`src/rtl/rsv_pkg.sv`:
```
package rsv_pkg;

    typedef enum logic [1:0] {
        OP_IDLE  = 2'b00,
        OP_LRSV  = 2'b01,
        OP_SCOND = 2'b10,
        OP_RSVD  = 2'b11
    } rsv_op_e;

    typedef struct packed {
        logic is_lr;
        logic is_sc;
        logic size_ok;
    } req_dec_t;

    typedef struct packed {
        logic done;
        logic eq;
        logic wr;
    } sc_result_t;

    localparam sc_result_t RESULT_NONE = '{done: 1'b0, eq: 1'b0, wr: 1'b0};

    function automatic rsv_op_e op_of(input logic [1:0] code);
        return rsv_op_e'(code);
    endfunction

    function automatic sc_result_t make_result(input logic ok);
        sc_result_t r;
        r.done = 1'b1;
        r.eq   = ok;
        r.wr   = ok;
        return r;
    endfunction

endpackage

```
`src/rtl/rsv_decode.sv`:
```
module rsv_decode
    import rsv_pkg::*;
#(
    parameter int AW      = 32,
    parameter int GRAN_LG = 4,
    localparam int GW     = AW - GRAN_LG
) (
    input  logic [1:0]    req_op,
    input  logic          req_dword,
    input  logic [AW-1:0] req_addr,
    output req_dec_t      dec,
    output logic [GW-1:0] req_gran
);
    localparam logic [AW-1:0] MASK_W = AW'(3);
    localparam logic [AW-1:0] MASK_D = AW'(7);

    rsv_op_e op;
    logic [AW-1:0] low_mask;

    always_comb begin
        op          = op_of(req_op);
        low_mask    = req_dword ? MASK_D : MASK_W;
        dec.is_lr   = (op == OP_LRSV);
        dec.is_sc   = (op == OP_SCOND);
        dec.size_ok = ((req_addr & low_mask) == '0);
        req_gran    = GW'(req_addr >> GRAN_LG);
    end

endmodule

```
`src/rtl/rsv_track.sv`:
```
module rsv_track #(
    parameter int AW      = 32,
    parameter int GRAN_LG = 4,
    localparam int GW     = AW - GRAN_LG
) (
    input  logic          clk,
    input  logic          rst,
    input  logic          arm,
    input  logic [GW-1:0] arm_gran,
    input  logic          consume,
    input  logic          snoop_valid,
    input  logic [AW-1:0] snoop_addr,
    output logic          held,
    output logic [GW-1:0] held_gran,
    output logic          snoop_hit
);
    logic [GW-1:0] snoop_gran;

    always_comb begin
        snoop_gran = GW'(snoop_addr >> GRAN_LG);
        snoop_hit  = snoop_valid && held && (snoop_gran == held_gran);
    end

    always_ff @(posedge clk) begin
        if (rst) begin
            held      <= 1'b0;
            held_gran <= '0;
        end else if (arm) begin
            held      <= 1'b1;
            held_gran <= arm_gran;
        end else if (consume || snoop_hit) begin
            held      <= 1'b0;
        end
    end

endmodule

```
`src/rtl/rsv_resolve.sv`:
```
module rsv_resolve
    import rsv_pkg::*;
#(
    parameter int AW      = 32,
    parameter int GRAN_LG = 4,
    localparam int GW     = AW - GRAN_LG
) (
    input  logic          clk,
    input  logic          rst,
    input  req_dec_t      dec,
    input  logic [GW-1:0] req_gran,
    input  logic          held,
    input  logic [GW-1:0] held_gran,
    input  logic          snoop_hit,
    output sc_result_t    result
);
    logic ok;

    always_comb begin
        ok = held && !snoop_hit && dec.size_ok && (req_gran == held_gran);
    end

    always_ff @(posedge clk) begin
        if (rst) begin
            result <= RESULT_NONE;
        end else if (dec.is_sc) begin
            result <= make_result(ok);
        end else begin
            result <= RESULT_NONE;
        end
    end

endmodule

```
`src/rtl/rsv_monitor.sv`:
```
module rsv_monitor
    import rsv_pkg::*;
#(
    parameter int AW      = 32,
    parameter int GRAN_LG = 4
) (
    input  logic          clk,
    input  logic          rst,
    input  logic [1:0]    req_op,
    input  logic          req_dword,
    input  logic [AW-1:0] req_addr,
    input  logic          snoop_valid,
    input  logic [AW-1:0] snoop_addr,
    output logic          store_en,
    output logic          sc_done,
    output logic          cr0_eq
);
    localparam int GW = AW - GRAN_LG;

    req_dec_t      dec;
    logic [GW-1:0] req_gran;
    logic          rsv_held;
    logic [GW-1:0] rsv_gran;
    logic          snoop_hit;
    sc_result_t    result;

    rsv_decode #(.AW(AW), .GRAN_LG(GRAN_LG)) decode_i (
        .req_op    (req_op),
        .req_dword (req_dword),
        .req_addr  (req_addr),
        .dec       (dec),
        .req_gran  (req_gran)
    );

    rsv_track #(.AW(AW), .GRAN_LG(GRAN_LG)) track_i (
        .clk         (clk),
        .rst         (rst),
        .arm         (dec.is_lr),
        .arm_gran    (req_gran),
        .consume     (dec.is_sc),
        .snoop_valid (snoop_valid),
        .snoop_addr  (snoop_addr),
        .held        (rsv_held),
        .held_gran   (rsv_gran),
        .snoop_hit   (snoop_hit)
    );

    rsv_resolve #(.AW(AW), .GRAN_LG(GRAN_LG)) resolve_i (
        .clk       (clk),
        .rst       (rst),
        .dec       (dec),
        .req_gran  (req_gran),
        .held      (rsv_held),
        .held_gran (rsv_gran),
        .snoop_hit (snoop_hit),
        .result    (result)
    );

    always_comb begin
        store_en = result.wr;
        sc_done  = result.done;
        cr0_eq   = result.eq;
    end

endmodule

```
`config.mk`:
```
export PLATFORM = sky130hd
export DESIGN_NAME = rsv_monitor
export DESIGN_NICKNAME = d
export VERILOG_FILES = /design/src/rtl/rsv_pkg.sv /design/src/rtl/rsv_decode.sv /design/src/rtl/rsv_track.sv /design/src/rtl/rsv_resolve.sv /design/src/rtl/rsv_monitor.sv
export SDC_FILE = /design/constraint.sdc
export NUM_CORES = 1
export LEC_CHECK = 0
export BUFFER_PORTS_ARGS = -buffer_cell sky130_fd_sc_hd__buf_2
export CORE_MARGIN = 4
export CORE_UTILIZATION = 40
export DETAILED_ROUTE_END_ITERATION = 12
export GPL_TIMING_DRIVEN = 1
export PLACE_DENSITY = 0.76
export SKIP_CTS_REPAIR_TIMING = 1
export SYNTH_ARGS = -nofsm -noshare
export SYNTH_HDL_FRONTEND = slang
export SYNTH_SLANG_ARGS = --single-unit
```
`constraint.sdc`:
```
create_clock -name clk -period 1.65 [get_ports clk]
set_input_delay 0.165 -clock clk [delete_from_list [all_inputs] [get_ports clk]]
set_output_delay 0.165 -clock clk [all_outputs]
set_load 0.01 [all_outputs]
```
==> results.md, run 1 <==
* Overall routing resource usage at 17.8%
* IO Pins at 73
* Clk_lat worst skew at 290 ps
* Placed instance count at 332
* Cell accounting for the most synthesized area: dfxtp_1
* Final TNS setup at 0 ps
* Fin cells at 340
* Clock slew at reported path FFs at 70 ps
* Post-route ant nets at 0
* MaxCap Viol Count at 0
* Final setup fails at 0
* Netlist Area Pre-Place at 1770 um^2
* First-pass GRT wire length at 7340 um
* Rel. slew slack at 63.2%
* Final Total Pwr at 1.81 mW
* Post-Syn Nets at 291
* Die Span X at 74.4 um
* 1st-iter DRT viols at 156
* Core Area at 4140 um^2
* Fin crit share at 86.5%
* Worst slew pin tran at 538 ps
* Worst EP required at 1830 ps
* Number of synthesized flops with an enable pin at 0
* Mapped Cells at 221
* Most used routing layer in global routing: met2
* DIE HEIGHT at 74.4 um
* Share of post-route cells with drive strength above 1 at 27.9%
* Vias in the first global route at 1642
* Maximum vdd ir drop at 533 uV
* WL/cell at 13.6 um
* RSZ-0062 raised after global routing: no
* Synth top area cells: dfxtp_1 35%, xor2_1 27%, nand2_1 13%, a21oi_1 7.9%, nor4_1 6.0%
* Avg Inst Size Synth at 7.99 um^2
* Synth top area share at 35.2%
* P_leak at 1.07 nW
* Hpwl dp at 3610 um
* Register area share after synthesis at 35.2%
* Hold WC Path Type: input pin to flop
* Clock Sinks at 31
* DRC at 0
* Final Hold Viols at 0
* Startpoint types: flop
* GR Util met3 at 6.62%
* Port Buffer Count at 67
* CTS root buffer: clkbuf_8
* Clk_skew at 6.01 ps
* Share of synthesized registers carrying an async set or reset at 0%
* Distinct cells, synth at 21
* DRT Pass-1 Iters at 4
* Worst setup EP type: flop
* Die footprint at 5540 um^2
* Multi-input logic area at 1100 um^2
* Initial Utilization at 42.6%
* Via count at 1683
* Diodes inserted at 0
* Pwr Density at 806 nW/um^2
* Critical-path top delay cell: dfxtp_1
* Critical path origin: track_i.held_gran[10]$_SDFFE_PP0P_
* CP max stage delay at 340 ps
* Dominant cell by count in the synthesized netlist: nand2_1
* GP Congestion at 0.853
* Grt total ovfl at 0
* Synth Flop Type: dfxtp_1
* H-tree Lvls at 2
* Seq. cell area at 621 um^2
* R2R Path Start: track_i.held_gran[10]$_SDFFE_PP0P_
* Hold path start: req_addr[29]
* Synth cell count leaders: 60 x nand2_1, 55 x xor2_1, 31 x dfxtp_1
* Antenna violations before repair at 0
* Status: finished clean
* Clock buffer count from CTS at 5
* Yosys warns at 0
* Minimum clock period at 1430 ps
* Number of placement rows at 23
* TritonCTS clock tree: done
* F_max at 700 MHz
* Pin count of the biggest net entering global routing at 29
* CTS Buffer Depth at 2
* Nets@finish at 359
* Met2 usage in global routing at 29.4%
* Worst Setup Path Type: flop to flop
* Synthesized flop and latch total at 31
* Slew Viols, Final at 0
* Area grow syn2layout at 27.0%
* Met1 GRT Util at 21.0%
* Fillers at 411
* Worst path cell trace: xor2_1 -> nor4_1 -> nand4_1 -> o31ai_2 -> nor3_1
* Final WL at 4610 um
* Critical path fanouts, max at 3
* Arr. time, crit path at 1610 ps
* Via density at 4.95
state kept, by name, indices dropped and copies added, names as in the netlist:
name               count
track_i.held           1
resolve_i.result       2
track_i.held_gran     28
worst max-delay path: cells and delay by family (launching register included):
| family | cells | cell delay [ps] |
|---|---|---|
| AND/OR/NAND/NOR | 3 | 580 |
| flip-flops | 1 | 340 |
| AO/OA/AOI/OAI | 1 | 210 |
| XOR/XNOR | 1 | 190 |
cells by family after synthesis:
| family | synth area share, % |
|---|---|
| buf+inv | 2.69 |
| flops | 35.2 |
| simple gates | 24.7 |
| compound gates | 9.64 |
| xor+xnor | 27.8 |
cell type report:
| type | count | share of cell area [%] |
|---|---|---|
| Multi-Input combinational cell | 180 | 48.9 |
| Sequential cell | 31 | 27.7 |
| Timing Repair Buffer | 70 | 16.0 |
| Clock buffer | 8 | 4.46 |
| Tap cell | 50 | 2.79 |
| Inverter | 1 | 0.167 |
metrics by stage:
stage	util, %	instance area [um^2]	hold WS, ps	setup WS (ps)
global route	54.1	2240	120	83.9
detailed placement	51.7	2140	432	251
floorplan	-	1770	272	401
CTS	54.1	2240	119	240
global placement	51.7	2140	425	272
finish	54.1	2240	125	222
power by group:
group / internal (mW) / leakage [nW] / switching, mW
registers: 0.783 / 0.253 / 0.0323
clock network: 0.380 / 0.0515 / 0.291
logic: 0.147 / 0.762 / 0.174
total: 1.31 / 1.07 / 0.498
metal layers:
layer	vias up	share of wire (%)	wire, um
li1	879	-	-
met4	0	1.8	82
met3	9	9.8	453
met2	58	48	2200
met5	-	0	0
met1	737	41	1870
cell usage in the layout, fill, tap and decap left out:
master / Yosys / routed
buf_2: 5 / 67
nand2_1: 60 / 60
xor2_1: 55 / 55
dfxtp_1: 31 / 31
a21oi_1: 28 / 28
nor4_1: 17 / 17
clkbuf_8: 0 / 7
nand4_1: 5 / 5
nor3_1: 3 / 3
buf_4: 1 / 3
nor2b_1: 2 / 2
nor2_1: 2 / 2
inv_1: 1 / 1
nand2_2: 1 / 1
nand2b_4: 1 / 1
nor4_2: 1 / 1
xnor2_1: 1 / 1
and2_1: 1 / 1
o31ai_2: 1 / 1
a2111oi_0: 1 / 1
o221ai_1: 1 / 1
clkbuf_1: 3 / 1
worst paths after layout:
kind	to	slack, ps	cells after the start
max	resolve_i.result[1]$_SDFF_PP0_	220	5
min	track_i.held_gran[25]$_SDFFE_PP0P_	120	3
max reg2reg	resolve_i.result[1]$_SDFF_PP0_	220	5
min reg2reg	track_i.held_gran[5]$_SDFFE_PP0P_	490	2
No activity file was read; power rests on OpenSTA's default activity.
==> inputs of run 2 (changes only) <==
ABC_AREA = 1   (was default)
CTS_BUF_LIST = sky130_fd_sc_hd__clkbuf_4   (was default)
PLACE_DENSITY = 0.75   (was 0.76)
==> results.md, run 2 <==
* Status: finished clean
* Worst Setup EP: track_i.held$_SDFFE_PP0P_
* GP Congestion at 0.836 (-2.0%)
* Synth top area share at 31.5% (-3.6 points)
* Yosys warns at 0 (unchanged)
* Reg2Reg Setup Slack at 450 ps (+220 ps)
* RSZ-0062 raised after global routing: no
* DRT Pass-1 Iters at 5 (+1)
* DRC at 0 (unchanged)
* Worst slew pin tran at 552 ps (+14.1 ps)
* Synth top area cells: dfxtp_1 32%, nand2_1 17%, inv_1 7.6%, o21ai_0 6.9%, xnor2_1 6.7%
* Final Hold Viols at 0 (unchanged)
* Via density at 4.55 (-8.1%)
* P_leak at 1.23 nW (+15%)
* DIE HEIGHT at 78.1 um (+5.0%)
* Post-Syn Nets at 388 (+33%)
* Avg Inst Size Synth at 6.19 um^2 (-23%)
* Cell accounting for the most synthesized area: dfxtp_1
* XOR/XNOR Fraction of Synth Area at 9.35% (-18 points)
* Placed instance count at 445 (+34%)
* Final TNS setup at 0 ps (unchanged)
* Die footprint at 6110 um^2 (+10%)
* Synth cell count leaders: 87 x nand2_1, 40 x inv_1, 31 x dfxtp_1
* WL/cell at 11.2 um (-18%)
* Dominant cell by count in the synthesized netlist: nand2_1
* Initial Utilization at 41.4% (-1.2 points)
* Commonest non-fill, non-tap cells in the layout: 87 x nand2_1, 67 x buf_2, 40 x inv_1, 31 x dfxtp_1, 27 x o21ai_0
* Post-route ant nets at 0 (unchanged)
* Fin crit share at 73.0% (-14 points)
* Worst Setup Path Type: flop to flop
* Placement Cell Area at 2350 um^2 (+9.9%)
* Worst EP required at 1860 ps (+30 ps)
* CTS Buffer Depth at 2 (unchanged)
* Core Area at 4750 um^2 (+15%)
* Vias in the first global route at 1934 (+18%)
* CTS root buffer: clkbuf_4
* Grt total ovfl at 0 (unchanged)
* First-pass GRT wire length at 8470 um (+15%)
* Clk_skew at 6.51 ps (+0.496 ps)
* MaxCap Viol Count at 0 (unchanged)
* Post-synthesis simple-gate area fraction at 25.7% (+0.95 points)
* Pin count of the biggest net entering global routing at 37 (+28%)
* Number of placement rows at 25 (+8.7%)
* Final instance area at 2400 um^2 (+7.0%)
* Synth Area in Compound Gates at 19.3% (+9.7 points)
* IO Pins at 73 (unchanged)
* Diodes inserted at 0 (unchanged)
* Mapped Cells at 318 (+44%)
* Rel. slew slack at 63.1% (-0.064 points)
* Critical path fanouts, max at 5 (+2)
* Fin cells at 451 (+33%)
* Area grow syn2layout at 21.9%
* Distinct cells, synth at 27 (+29%)
* Critical path origin: track_i.held_gran[2]$_SDFFE_PP0P_
* Slew Viols, Final at 0 (unchanged)
* Clock Sinks at 31 (unchanged)
* Register area share after synthesis at 31.5% (-3.6 points)
* H-tree Lvls at 2 (unchanged)
* Final WL at 5040 um (+9.4%)
* Number of synthesized flops with an enable pin at 0 (unchanged)
* R2R Path Start: track_i.held_gran[2]$_SDFFE_PP0P_
* Worst r2r path cells at 9 (+4)
* Via count at 2051 (+22%)
* Worst setup EP type: flop
* Synth Area in Adders at 0% (unchanged)
* Nets@finish at 455 (+27%)
* Regs by FF count: track_i.held_gran (28), resolve_i.result (2), track_i.held (1)
* Crit Reg-Reg Endpoint: track_i.held$_SDFFE_PP0P_
* Minimum clock period at 1200 ps (-224 ps)
* Commonest non-fill, non-tap cell in the layout: nand2_1
* Share of post-route cells with drive strength above 1 at 27.1% (-0.85 points)
* Clk_lat worst skew at 330 ps (+40 ps)
* Pwr Density at 690 nW/um^2 (-14%)
* Largest Register: track_i.held_gran
* Multiplexer area fraction after synthesis at 0% (unchanged)
* Maximum vdd ir drop at 334 uV (-37%)
* Antenna violations before repair at 0 (unchanged)
* Combinational family with the most area after synthesis: simple AND/OR/NAND/NOR gates
* Share of synthesized registers carrying an async set or reset at 0% (unchanged)
* Final setup fails at 0 (unchanged)
* Synthesized flop and latch total at 31 (unchanged)
* F_max at 831 MHz (+19%)
* Overall routing resource usage at 17.6% (-0.19 points)
* Hold WC Path Type: input pin to flop
* Die Span X at 78.1 um (+5.0%)
* Clock buffer count from CTS at 5 (unchanged)
* TritonCTS clock tree: done
* 1st-iter DRT viols at 97 (-38%)
* Largest register FFs at 28 (unchanged)
* Synth Flop Type: dfxtp_1
* Clock slew at reported path FFs at 90 ps (+20 ps)
* Netlist Area Pre-Place at 1970 um^2 (+11%)
* Arr. time, crit path at 1420 ps (-190 ps)
* Hpwl dp at 4110 um (+14%)
* Port Buffer Count at 67 (unchanged)
* Startpoint types: flop
## run 2: changes by cell type after synthesis, moves of 7 or more
cell,change
nor2_1,+24
inv_1,+39
nor4_1,-17
nor2_2,+7
xor2_1,-49
inv_2,+19
xnor2_1,+14
o21ai_0,+27
nand2_1,+27
## run 2: cells by family after synthesis
logic type	Yosys count
xor gates and xnor gates	21
buffers and inverters	70
AOI/OAI and AO/OA	69
DFF	31
and+or+nand+nor	127
## run 2: power breakdown
part	switching [mW]	internal [mW]	total, mW
Combinational	0.218	0.182	0.400
Clock	0.246	0.168	0.413
Sequential	0.0462	0.796	0.842
## run 2: how the worst min path moves through the flow
stage	start	cells past startpoint	end	slack [ps]
after floorplan	rst	1	resolve_i.result[2]$_SDFF_PP0_	240
after global placement	rst	2	resolve_i.result[2]$_SDFF_PP0_	370
after detailed placement	rst	2	resolve_i.result[2]$_SDFF_PP0_	370
after CTS	rst	2	resolve_i.result[2]$_SDFF_PP0_	2
after global routing	rst	2	resolve_i.result[2]$_SDFF_PP0_	3
final	rst	2	resolve_i.result[2]$_SDFF_PP0_	20
## run 2: area by class of cell
| class | count | area, um^2 |
|---|---|---|
| well taps | 67 | 83.8 |
| clock buffers | 6 | 45.0 |
| inverters | 61 | 229 |
| flip-flops and latches | 31 | 621 |
| fillers | 527 | 2360 |
| multi-input cells | 217 | 1070 |
| repair buffers | 69 | 350 |
## run 2: critical path: stages (launching register included)
cell,delay [ps]
dfxtp_1,410
nand2_1,70
clkinv_1,40
nor2_1,30
nor2_2,100
nand3_1,100
nor2_1,120
nand2_1,70
nand2_2,80
a21oi_2,50
## run 2: routing by layer
metal	vias up	track usage [%]	routed length [um]
li1	1122	-	-
met3	10	5.85	410
met5	-	0	0
met4	0	7.17	77
met2	62	28.3	2350
met1	857	21.6	2210
## run 2: per-stage QoR
stage	hold slack, ps	total power [mW]	utilization, %	setup WS, ps
after floorplan	238	1.11	-	609
final	18.1	1.66	50.4	446
after global placement	367	1.25	49.5	454
after detailed placement	369	1.26	49.5	411
after global routing	3.36	1.78	50.4	266
after CTS	1.90	1.68	50.4	411
==> inputs of run 3 (changes only) <==
PLACE_DENSITY = 0.78   (was 0.75)
clock period = 1.1 ns   (was 1.65 ns; I/O delays follow)
==> results.md, run 3 (same netlist as run 2, synthesis figures left out) <==
* Seq. cell area at 642 um^2 (+3.4%)
* F_max at 833 MHz (+0.34%)
* H-tree Lvls at 2 (unchanged)
* Clock slew at reported path FFs at 100 ps (about the same)
* P_leak at 1.30 nW (+6.0%)
* Worst Setup Path Type: flop to flop
* Die footprint at 6110 um^2 (unchanged)
* 1st-iter DRT viols at 118 (+22%)
* Commonest non-fill, non-tap cells in the layout: 83 x nand2_1, 67 x buf_2, 40 x inv_1, 27 x o21ai_0, 26 x nor2_1
* Commonest non-fill, non-tap cell in the layout: nand2_1
* CTS Buffer Depth at 2 (unchanged)
* Clk_skew at 7.87 ps (+1.36 ps)
* CTS root buffer: clkbuf_4
* Diodes inserted at 0 (unchanged)
* Worst slew pin tran at 553 ps (+1.05 ps)
* Fillers at 509 (-3.4%)
* Nets@finish at 466 (+2.4%)
* Die Span X at 78.1 um (unchanged)
* Clock Sinks at 31 (unchanged)
* Final Total Pwr at 2.58 mW (+56%)
* IO Pins at 73 (unchanged)
* Clk_lat worst skew at 330 ps (about the same)
* Startpoint types: flop
* Pin count of the biggest net entering global routing at 37 (unchanged)
* Maximum vdd ir drop at 491 uV (+47%)
* Critical path fanouts, max at 3 (-2)
* Overall routing resource usage at 17.9% (+0.29 points)
* Vias in the first global route at 2030 (+5.0%)
* Final Hold Viols at 0 (unchanged)
* Via count at 2137 (+4.2%)
* DRT Pass-1 Iters at 4 (-1)
* DIE HEIGHT at 78.1 um (unchanged)
* Pwr Density at 1020 nW/um^2 (+47%)
* Final instance area at 2540 um^2 (+6.0%)
* Worst EP required at 1310 ps (-550 ps)
* Final WL at 5370 um (+6.5%)
* Slew Viols, Final at 0 (unchanged)
* Violated checks: negative setup slack
* First-pass GRT wire length at 8750 um (+3.3%)
* Status: finished with violations
* Fin crit share at 109% (+36 points)
* Initial Utilization at 41.4% (unchanged)
* TritonCTS clock tree: done
* Via density at 4.61 (+1.3%)
* DRC at 0 (unchanged)
* Clock buffer count from CTS at 5 (unchanged)
* Area grow syn2layout at 29.2%
* Minimum clock period at 1200 ps (-4.08 ps)
* Placement Cell Area at 2430 um^2 (+3.2%)
* Multi-input logic area at 1100 um^2 (+2.8%)
* Core Area at 4750 um^2 (unchanged)
* Grt total ovfl at 0 (unchanged)
* Number of placement rows at 25 (unchanged)
* Worst setup EP type: flop
* Post-route ant nets at 0 (unchanged)
* Hold WC Path Type: input pin to flop
* Regs by FF count: track_i.held_gran (28), resolve_i.result (2), track_i.held (1)
* Antenna violations before repair at 0 (unchanged)
* Largest register FFs at 28 (unchanged)
* MaxCap Viol Count at 0 (unchanged)
* Port Buffer Count at 67 (unchanged)
* Final setup fails at 2 (+2)
* Share of post-route cells with drive strength above 1 at 33.8% (+6.7 points)
* RSZ-0062 raised after global routing: yes
* Fin worst setup slack at -100 ps (-546 ps)
* GP Congestion at 0.844 (+0.97%)
* WL/cell at 11.6 um (+3.5%)
* Largest Register: track_i.held_gran
* Rel. slew slack at 63.1% (-0.070 points)
* Hpwl dp at 4300 um (+4.6%)
* Arr. time, crit path at 1410 ps (about the same)
-- run 3: path summary, 6_finish.rpt --
| check | cells after the start | end | from | slack [ps] |
|---|---|---|---|---|
| setup reg to reg | 8 | track_i.held$_SDFFE_PP0P_ | track_i.held_gran[18]$_SDFFE_PP0P_ | -100 |
| setup / recovery | 8 | track_i.held$_SDFFE_PP0P_ | track_i.held_gran[18]$_SDFFE_PP0P_ | -100 |
| hold / removal | 3 | track_i.held_gran[24]$_SDFFE_PP0P_ | req_addr[28] | 30 |
| hold reg to reg | 2 | track_i.held_gran[13]$_SDFFE_PP0P_ | track_i.held_gran[13]$_SDFFE_PP0P_ | 470 |
-- run 3: worst max-delay path: stages, from the launching register on --
cell,delay (ps)
dfxtp_1,410
xnor2_1,140
nand2_1,70
nor2_1,120
nand2_1,60
nor2_1,80
nand2_1,70
nand2_2,80
a21oi_2,50
-- run 3: power by group --
part / internal [mW] / total [mW] / switching (mW)
combinational: 0.310 / 0.665 / 0.355
clock: 0.261 / 0.651 / 0.390
sequential: 1.20 / 1.27 / 0.0687
-- run 3: layer usage --
| layer | share of wire, % | track usage [%] | wire (um) | vias to the layer above |
|---|---|---|---|---|
| li1 | - | - | - | 1136 |
| met1 | 44 | 22.5 | 2360 | 932 |
| met2 | 47 | 29.5 | 2540 | 61 |
| met3 | 7.2 | 4.13 | 387 | 8 |
| met4 | 1.4 | 7.34 | 75 | 0 |
| met5 | 0 | 0 | 0 | - |
-- run 3: per-stage QoR --
stage                     util [%]  setup slack [ps]  setup TNS [ps]  cells  hold WS, ps
after floorplan                  -              58.9               0    318          183
after CTS                     52.2              -122            -215    463        -41.8
after detailed placement      51.1              -112            -221    455          320
final                         53.5              -100            -169    464         26.6
after global routing          53.5              -183            -338    464         33.1
after global placement        51.1             -65.0           -98.2    455          326
-- run 3: area by class of cell --
type	count	area share, %
clock buffer	6	1.77
multi-input combinational	217	43.3
tap	67	3.30
sequential	31	25.2
clock inverter	2	0.295
timing repair buffer	80	17.1
inverter	61	9.01
